File: config.mk
export PLATFORM = sky130hd
export DESIGN_NAME = tlp_beat_packer
export DESIGN_NICKNAME = d
export VERILOG_FILES = /design/src/rtl/tlpfmt_pkg.sv /design/src/rtl/tlpfmt_hdr_store.sv /design/src/rtl/tlpfmt_slot_seq.sv /design/src/rtl/tlpfmt_beat_asm.sv /design/src/rtl/tlp_beat_packer.sv
export SDC_FILE = /design/constraint.sdc
export NUM_CORES = 1
export LEC_CHECK = 0
export BUFFER_PORTS_ARGS = -buffer_cell sky130_fd_sc_hd__buf_2
export CAP_MARGIN = 10
export CORE_ASPECT_RATIO = 0.8
export CORE_MARGIN = 1.5
export CORE_UTILIZATION = 35
export CTS_CLUSTER_SIZE = 25
export DETAILED_ROUTE_END_ITERATION = 10
export PLACE_DENSITY = 0.64
export SETUP_SLACK_MARGIN = 0.4
export SLEW_MARGIN = 20
export SYNTH_ARGS = -nofsm -noshare
export SYNTH_HDL_FRONTEND = slang
export SYNTH_SLANG_ARGS = --single-unit
File: constraint.sdc
create_clock -name clk -period 3.6 [get_ports clk]
set_clock_uncertainty 0.1 [all_clocks]
set_input_delay 0.18 -clock clk [delete_from_list [all_inputs] [get_ports clk]]
set_output_delay 0.18 -clock clk [all_outputs]
set_load 0.05 [all_outputs]
File: src/rtl/tlpfmt_pkg.sv
package tlpfmt_pkg;

    localparam int LANE_W    = 32;
    localparam int BEAT_W    = 2 * LANE_W;
    localparam int HDR_BYTES = 16;
    localparam int HDR_W     = 8 * HDR_BYTES;

    typedef enum logic [1:0] {
        SLOT_HDR = 2'd0,
        SLOT_GAP = 2'd1,
        SLOT_PAY = 2'd2
    } slot_kind_e;

    typedef struct packed {
        logic [LANE_W-1:0] hi;
        logic [LANE_W-1:0] lo;
    } beat_t;

    typedef struct packed {
        logic sop;
        logic eop;
        logic hi_empty;
    } beat_marks_t;

    // Header dword k, earliest byte in the most significant position.
    function automatic logic [LANE_W-1:0] hdr_dword(input logic [HDR_W-1:0] bytes,
                                                     input logic [1:0] k);
        logic [LANE_W-1:0] r;
        r = '0;
        for (int j = 0; j < 4; j++) begin
            r[LANE_W-1-8*j -: 8] = bytes[32*k + 8*j +: 8];
        end
        return r;
    endfunction

    // An idle lane is needed when the lane after the header disagrees with address bit 2.
    function automatic logic gap_needed(input logic hdr4, input logic addr2, input logic has_pay);
        return has_pay && (hdr4 == addr2);
    endfunction

endpackage

File: src/rtl/tlpfmt_hdr_store.sv
module tlpfmt_hdr_store
    import tlpfmt_pkg::*;
(
    input  logic                 clk,
    input  logic                 rst,
    input  logic                 load,
    input  logic [HDR_W-1:0]     bytes_in,
    input  logic [1:0]           idx,
    output logic [LANE_W-1:0]    dword_out
);

    logic [HDR_W-1:0] hdr_q;

    always_ff @(posedge clk) begin
        if (rst) begin
            hdr_q <= '0;
        end else if (load) begin
            hdr_q <= bytes_in;
        end
    end

    assign dword_out = hdr_dword(hdr_q, idx);

endmodule

File: src/rtl/tlpfmt_slot_seq.sv
module tlpfmt_slot_seq
    import tlpfmt_pkg::*;
#(
    parameter int LEN_W = 10
) (
    input  logic             clk,
    input  logic             rst,
    input  logic             start,
    input  logic             hdr4_in,
    input  logic             addr2_in,
    input  logic [LEN_W-1:0] len_in,
    input  logic             advance,
    output logic             busy,
    output slot_kind_e       kind,
    output logic [1:0]       hdr_idx,
    output logic             hi_slot,
    output logic             last_slot,
    output logic             first_beat
);

    localparam int SW = LEN_W + 3;

    logic          busy_q;
    logic          hdr4_q;
    logic          gap_q;
    logic [SW-1:0] slot_q;
    logic [SW-1:0] last_q;
    logic [SW-1:0] hdr_cnt;
    logic          gap_start;

    assign gap_start = gap_needed(hdr4_in, addr2_in, len_in != '0);
    assign hdr_cnt   = hdr4_q ? SW'(4) : SW'(3);

    always_ff @(posedge clk) begin
        if (rst) begin
            busy_q <= 1'b0;
            hdr4_q <= 1'b0;
            gap_q  <= 1'b0;
            slot_q <= '0;
            last_q <= '0;
        end else if (start) begin
            busy_q <= 1'b1;
            hdr4_q <= hdr4_in;
            gap_q  <= gap_start;
            slot_q <= '0;
            last_q <= (hdr4_in ? SW'(4) : SW'(3)) + SW'(gap_start) + SW'(len_in) - SW'(1);
        end else if (advance) begin
            if (slot_q == last_q) begin
                busy_q <= 1'b0;
            end else begin
                slot_q <= slot_q + SW'(1);
            end
        end
    end

    always_comb begin
        if (slot_q < hdr_cnt) begin
            kind = SLOT_HDR;
        end else if (gap_q && (slot_q == hdr_cnt)) begin
            kind = SLOT_GAP;
        end else begin
            kind = SLOT_PAY;
        end
    end

    assign busy       = busy_q;
    assign hdr_idx    = slot_q[1:0];
    assign hi_slot    = slot_q[0];
    assign last_slot  = (slot_q == last_q);
    assign first_beat = (slot_q[SW-1:1] == '0);

endmodule

File: src/rtl/tlpfmt_beat_asm.sv
module tlpfmt_beat_asm
    import tlpfmt_pkg::*;
(
    input  logic              clk,
    input  logic              rst,
    input  logic              take,
    input  logic              hi_slot,
    input  logic              completes,
    input  logic [LANE_W-1:0] lane_val,
    input  logic              sop_in,
    input  logic              eop_in,
    input  logic              out_ready,
    output logic              out_free,
    output logic              out_valid,
    output beat_t             out_beat,
    output beat_marks_t       out_marks
);

    logic [LANE_W-1:0] lo_q;
    logic              valid_q;
    beat_t             beat_q;
    beat_marks_t       marks_q;

    assign out_free = !valid_q || out_ready;

    always_ff @(posedge clk) begin
        if (rst) begin
            lo_q    <= '0;
            valid_q <= 1'b0;
            beat_q  <= '0;
            marks_q <= '0;
        end else begin
            if (valid_q && out_ready) begin
                valid_q <= 1'b0;
            end
            if (take) begin
                if (!hi_slot) begin
                    lo_q <= lane_val;
                end
                if (completes) begin
                    valid_q          <= 1'b1;
                    beat_q.lo        <= hi_slot ? lo_q : lane_val;
                    beat_q.hi        <= hi_slot ? lane_val : '0;
                    marks_q.sop      <= sop_in;
                    marks_q.eop      <= eop_in;
                    marks_q.hi_empty <= !hi_slot;
                end
            end
        end
    end

    assign out_valid = valid_q;
    assign out_beat  = beat_q;
    assign out_marks = marks_q;

endmodule

File: src/rtl/tlp_beat_packer.sv
module tlp_beat_packer
    import tlpfmt_pkg::*;
#(
    parameter int LEN_W = 10
) (
    input  logic             clk,
    input  logic             rst,
    input  logic             hdr_load,
    input  logic [127:0]     hdr_bytes,
    input  logic             hdr_four,
    input  logic             addr_bit2,
    input  logic [LEN_W-1:0] pay_len,
    output logic             hdr_ready,
    input  logic             pay_valid,
    input  logic [31:0]      pay_data,
    output logic             pay_ready,
    output logic             out_valid,
    input  logic             out_ready,
    output logic [63:0]      out_data,
    output logic             out_sop,
    output logic             out_eop,
    output logic             out_hi_empty
);

    logic              busy;
    slot_kind_e        kind;
    logic [1:0]        hdr_idx;
    logic              hi_slot;
    logic              last_slot;
    logic              first_beat;
    logic              hdr_acc;
    logic              completes;
    logic              slot_ok;
    logic              room;
    logic              advance;
    logic              out_free;
    logic [LANE_W-1:0] hdr_word;
    logic [LANE_W-1:0] lane_val;
    beat_t             beat;
    beat_marks_t       marks;

    assign hdr_ready = !busy && !out_valid;
    assign hdr_acc   = hdr_load && hdr_ready;
    assign completes = hi_slot || last_slot;
    assign slot_ok   = busy && ((kind != SLOT_PAY) || pay_valid);
    assign room      = !completes || out_free;
    assign advance   = slot_ok && room;
    assign pay_ready = busy && (kind == SLOT_PAY) && room;

    always_comb begin
        unique case (kind)
            SLOT_HDR: lane_val = hdr_word;
            SLOT_PAY: lane_val = pay_data;
            default:  lane_val = '0;
        endcase
    end

    tlpfmt_hdr_store i_hdr (
        .clk       (clk),
        .rst       (rst),
        .load      (hdr_acc),
        .bytes_in  (hdr_bytes),
        .idx       (hdr_idx),
        .dword_out (hdr_word)
    );

    tlpfmt_slot_seq #(.LEN_W(LEN_W)) i_seq (
        .clk        (clk),
        .rst        (rst),
        .start      (hdr_acc),
        .hdr4_in    (hdr_four),
        .addr2_in   (addr_bit2),
        .len_in     (pay_len),
        .advance    (advance),
        .busy       (busy),
        .kind       (kind),
        .hdr_idx    (hdr_idx),
        .hi_slot    (hi_slot),
        .last_slot  (last_slot),
        .first_beat (first_beat)
    );

    tlpfmt_beat_asm i_asm (
        .clk       (clk),
        .rst       (rst),
        .take      (advance),
        .hi_slot   (hi_slot),
        .completes (completes),
        .lane_val  (lane_val),
        .sop_in    (first_beat),
        .eop_in    (last_slot),
        .out_ready (out_ready),
        .out_free  (out_free),
        .out_valid (out_valid),
        .out_beat  (beat),
        .out_marks (marks)
    );

    assign out_data     = beat;
    assign out_sop      = marks.sop;
    assign out_eop      = marks.eop;
    assign out_hi_empty = marks.hi_empty;

endmodule

==> flow_metrics.env <==
export IMPL_slew_violations=0
export IMPL_grt_first_pass_wirelength_um=56550
export IMPL_power_switching_share_pct=27.38
export IMPL_run_status="finished, final reports clean"
export IMPL_worstMarginPinSlew_ps=1054
export IMPL_ant_nets=0
export IMPL_kind_of_cell_adding_the_most_delay_to_the_critical_path="compound AO/OA/AOI/OAI gates"
export IMPL_netlist_area_um2=11110
export IMPL_hold_viol_final=0
export IMPL_fill_cells=2985
export IMPL_seq_area_frac_synth_pct=46.31
export IMPL_ys_async_sr_fraction_pct=0
export IMPL_drive_gt1_share_pct=21.51
export IMPL_synthAdderAreaFrac_pct=2.545
export IMPL_fin_worst_hold_slack_ps=39.12
export IMPL_hold_path_cell_count=3
export IMPL_finalSetupTns_ps=0
export IMPL_pwr_share_seq_pct=41.7
export IMPL_hp_class="input port to flop"
export IMPL_clock_share_of_power_pct=41.1
export IMPL_post_synth_inst_count=1299
export IMPL_detailedRoute_firstIterationViolations=822
export IMPL_final_period_minus_worst_setup_slack_ps=3059
export IMPL_dpl_worst_slack_ps=75.81
export IMPL_setup_ws_ps=541.5
export IMPL_critical_path_max_fanout=3
export IMPL_grt_pass1_vias=10306
export IMPL_dieHeight_um=162.4
export IMPL_ys_flop_type="dfxtp_1"
export IMPL_multi_input_gate_area_um2=5499
export IMPL_cap_viol_max_count=0
export IMPL_grt_usage_pct=21.77
export IMPL_reg2reg_slack_ps=680
export IMPL_intPower_mw=5.427
export IMPL_critPathMostFrequentCell="inv_1"
export IMPL_cts_buffers_inserted=28
export IMPL_share_comb_of_total_power_pct=17.2
export IMPL_whs_endpoint="i_asm.out_beat[44]"
export IMPL_synth_top_cells_by_area="dfxtp_1, nand2_1, a21oi_1"
export IMPL_synth_top_family_by_area="simple AND/OR/NAND/NOR gates"
export IMPL_synth_largest_area_cell="dfxtp_1"
export IMPL_htree_levels=1
export IMPL_synth_compound_area_share_pct=18.29
export IMPL_syn_area_per_cell_um2=8.553
export IMPL_grt_setup_unrepaired="false"
export IMPL_highest_clock_rate_mhz=327.0
export IMPL_vias=10758
export IMPL_seq_area_um2=5150
export IMPL_numPortBuffers=246
export IMPL_synth_edff_count=0
export IMPL_timing_final_crit_share_pct=84.96
export IMPL_post_synth_top_area_fraction_pct=46.31
export IMPL_tritoncts_clock_tree="done"
export IMPL_timing_reg2reg_worst_path_depth=7
export IMPL_die_area_um2=32830
export IMPL_synth_xor_area_share_pct=1.892
export IMPL_gr_total_overflow=0
export IMPL_gpl_final_weighted_congestion=0.8743
export IMPL_design_final_nets=1862
export IMPL_route_detailed_wl_per_inst_um=17.50
export IMPL_numClockSinks=257
export IMPL_initial_core_util_pct=35.44
export IMPL_postSynthNetCount=1498
export IMPL_timing_critical_path_from_type="input port"
export IMPL_coreArea_um2=31350
export IMPL_yosys_warnings=0
export IMPL_grt_max_degree=110
export IMPL_total_net_switching_power_mw=2.045
export IMPL_worstPathRequired_ps=3950
export IMPL_cts_root_buffer_cell="clkbuf_16"
export IMPL_reg2reg_start="i_seq.slot_q[2]"
export IMPL_ys_types=56
export IMPL_areaGrowthSynthToFinish_pct=37.86
export IMPL_post_synth_mux_area_share_pct=6.667
export IMPL_boundaryPins=247
export IMPL_path_depth=16
export IMPL_cp_arrival_ps=3410
export IMPL_detailedPlacementHpwl_um=23610
export IMPL_power_per_cell_area_nw_per_um2=487.8
export IMPL_clk_transition_reported_paths_ps=60
export IMPL_slew_headroom_pct=29.60
export IMPL_worst_skew_pair_late_latency_ps=550
export IMPL_cp_buffers_inverters=4
export IMPL_standby_leakage_power_nw=6.495
export IMPL_ir_worst_vdd_v=0.0003667
export IMPL_die_width_um=202.2
export IMPL_post_synth_and_or_nand_nor_area_fraction_pct=19.68
export IMPL_remaining_drc_errors=0
export IMPL_postSynthRegisterBits=257
export IMPL_max_clock_path_buffers=3
export IMPL_antenna_found_initial=4
export IMPL_crit_path_cell_trace="dlygate4sd3_1, buf_2, xnor2_2, nand2_1, ha_1, inv_1, ha_2, inv_1, fa_2, nor2b_2, o31a_1, o211ai_1, a2111oi_2, nor3_2, xnor2_1, a211oi_1"
export IMPL_worstReg2RegEnd="i_asm.lo_q[24]"
export IMPL_end_kind="flop"
export IMPL_critPathKind="input port to flop"
export IMPL_drt_vias_per_instance=5.103
export IMPL_placement_rows=58
export IMPL_setup_violation_total_in_the_final_timing_report=0
export IMPL_cpPeakStageDelay_ps=540
export IMPL_drtPass1Iterations=5
export IMPL_crit_slowest_cell="dlygate4sd3_1"
export IMPL_route_final_wire_length_um=36900
export IMPL_worstHoldStart="pay_data[12]"
## power by group through the flow
stage | Sequential (mW) | Combinational (mW) | Clock, mW
2_1_floorplan | 3.19 | 0.740 | 0
3_3_place_gp | 3.17 | 1.11 | 0
3_5_place_dp | 3.18 | 1.12 | 0
4_1_cts | 3.12 | 1.26 | 3.11
5_1_grt | 3.14 | 1.41 | 3.24
6_report | 3.12 | 1.29 | 3.07
## per-stage QoR
step	utilization, %	instances	area [um^2]	power (mW)
floorplan	-	1299	11110	3.931
global placement	40.27	1887	12620	4.277
detailed placement	40.27	1887	12620	4.300
CTS	48.65	2101	15250	7.489
global route	48.84	2106	15310	7.786
finish	48.86	2108	15320	7.472
## cell usage after synthesis, types with 2 or more instances
| master | number |
|---|---|
| and3_1 | 2 |
| o21ai_0 | 22 |
| o21a_1 | 2 |
| nor2_1 | 77 |
| mux4_2 | 32 |
| or4_1 | 2 |
| buf_6 | 7 |
| o31a_1 | 2 |
| nor4_1 | 4 |
| and2_1 | 8 |
| a21o_1 | 2 |
| xnor2_1 | 11 |
| buf_1 | 6 |
| clkbuf_1 | 65 |
| a21oi_1 | 170 |
| inv_1 | 23 |
| nand3_1 | 5 |
| a211oi_1 | 9 |
| o2bb2ai_1 | 7 |
| nor3b_1 | 2 |
| a22o_1 | 89 |
| buf_2 | 13 |
| or3_1 | 9 |
| nand2_1 | 370 |
| dfxtp_1 | 257 |
| nor3_1 | 31 |
| xor2_1 | 13 |
| nand2b_1 | 4 |
| ha_1 | 21 |
| nand4_1 | 5 |
| nor2b_1 | 3 |
| mux2i_1 | 2 |
## layer usage
layer / GRT usage [%] / vias to the layer above / share of wire (%)
li1: - / 5202 / -
met1: 31.48 / 5010 / 47
met2: 32.83 / 462 / 43
met3: 3.701 / 84 / 6.8
met4: 7.306 / 0 / 3.2
met5: 0 / - / 0
## worst min-delay path, delay by kind of cell
kind                   cells  cell delay [ps]
AOI/OAI and AO/OA          2              380
buffers and inverters      1               90
## final cells by class
type                    count  area share [%]
diodes                      5         0.08169
clock buffers              42           5.653
clock inverters             8          0.7924
inverters                  24          0.5881
multi-input cells         925           35.90
flip-flops and latches    257           33.62
well taps                 420           3.431
repair buffers            427           19.93
## cells in the final DEF (no fill, tap or decap), types with 8 or more instances in the layout
cell type        n
a211oi_1         9
a21oi_1        170
a22o_1          89
and2_1           8
buf_2          243
buf_4           15
clkbuf_16       30
dfxtp_1        255
dlygate4sd3_1  164
ha_1            20
inv_1           23
mux4_2          32
nand2_1        369
nor2_1          75
nor3_1          30
o21ai_0         22
or3_1            9
xnor2_1         10
xor2_1          13
## cells by family after synthesis
group | Yosys count
buf+inv | 117
flops | 257
simple gates | 530
fa+ha+maj | 22
xor+xnor | 24
mux | 34
compound gates | 315
## flip-flops by register name, summed over array words and instances (netlist names)
name,cells
i_asm.lo_q,32
i_asm.out_beat,64
i_asm.out_marks,3
i_asm.out_valid,1
i_hdr.hdr_q,128
i_seq.busy,1
i_seq.gap_q,1
i_seq.hdr4_q,1
i_seq.last_q,13
i_seq.slot_q,13
## worst max-delay path by stage
stage	startpoint	to	slack [ps]
global route	addr_bit2	i_seq.last_q[10]	330
finish	addr_bit2	i_seq.last_q[10]	540
detailed placement	pay_len[6]	i_seq.last_q[10]	80
CTS	hdr_four	i_seq.last_q[10]	450
global placement	pay_len[6]	i_seq.last_q[10]	140
floorplan	pay_len[6]	i_seq.last_q[10]	590
## what timing repair did
item                                   CTS  global route
hold buffers                           164             0
endpoints found under the hold margin  170             0
buffers inserted                         0             2
resized for setup                        0            10
setup endpoints to repair                0             2
(Power assumes the default switching activity.)
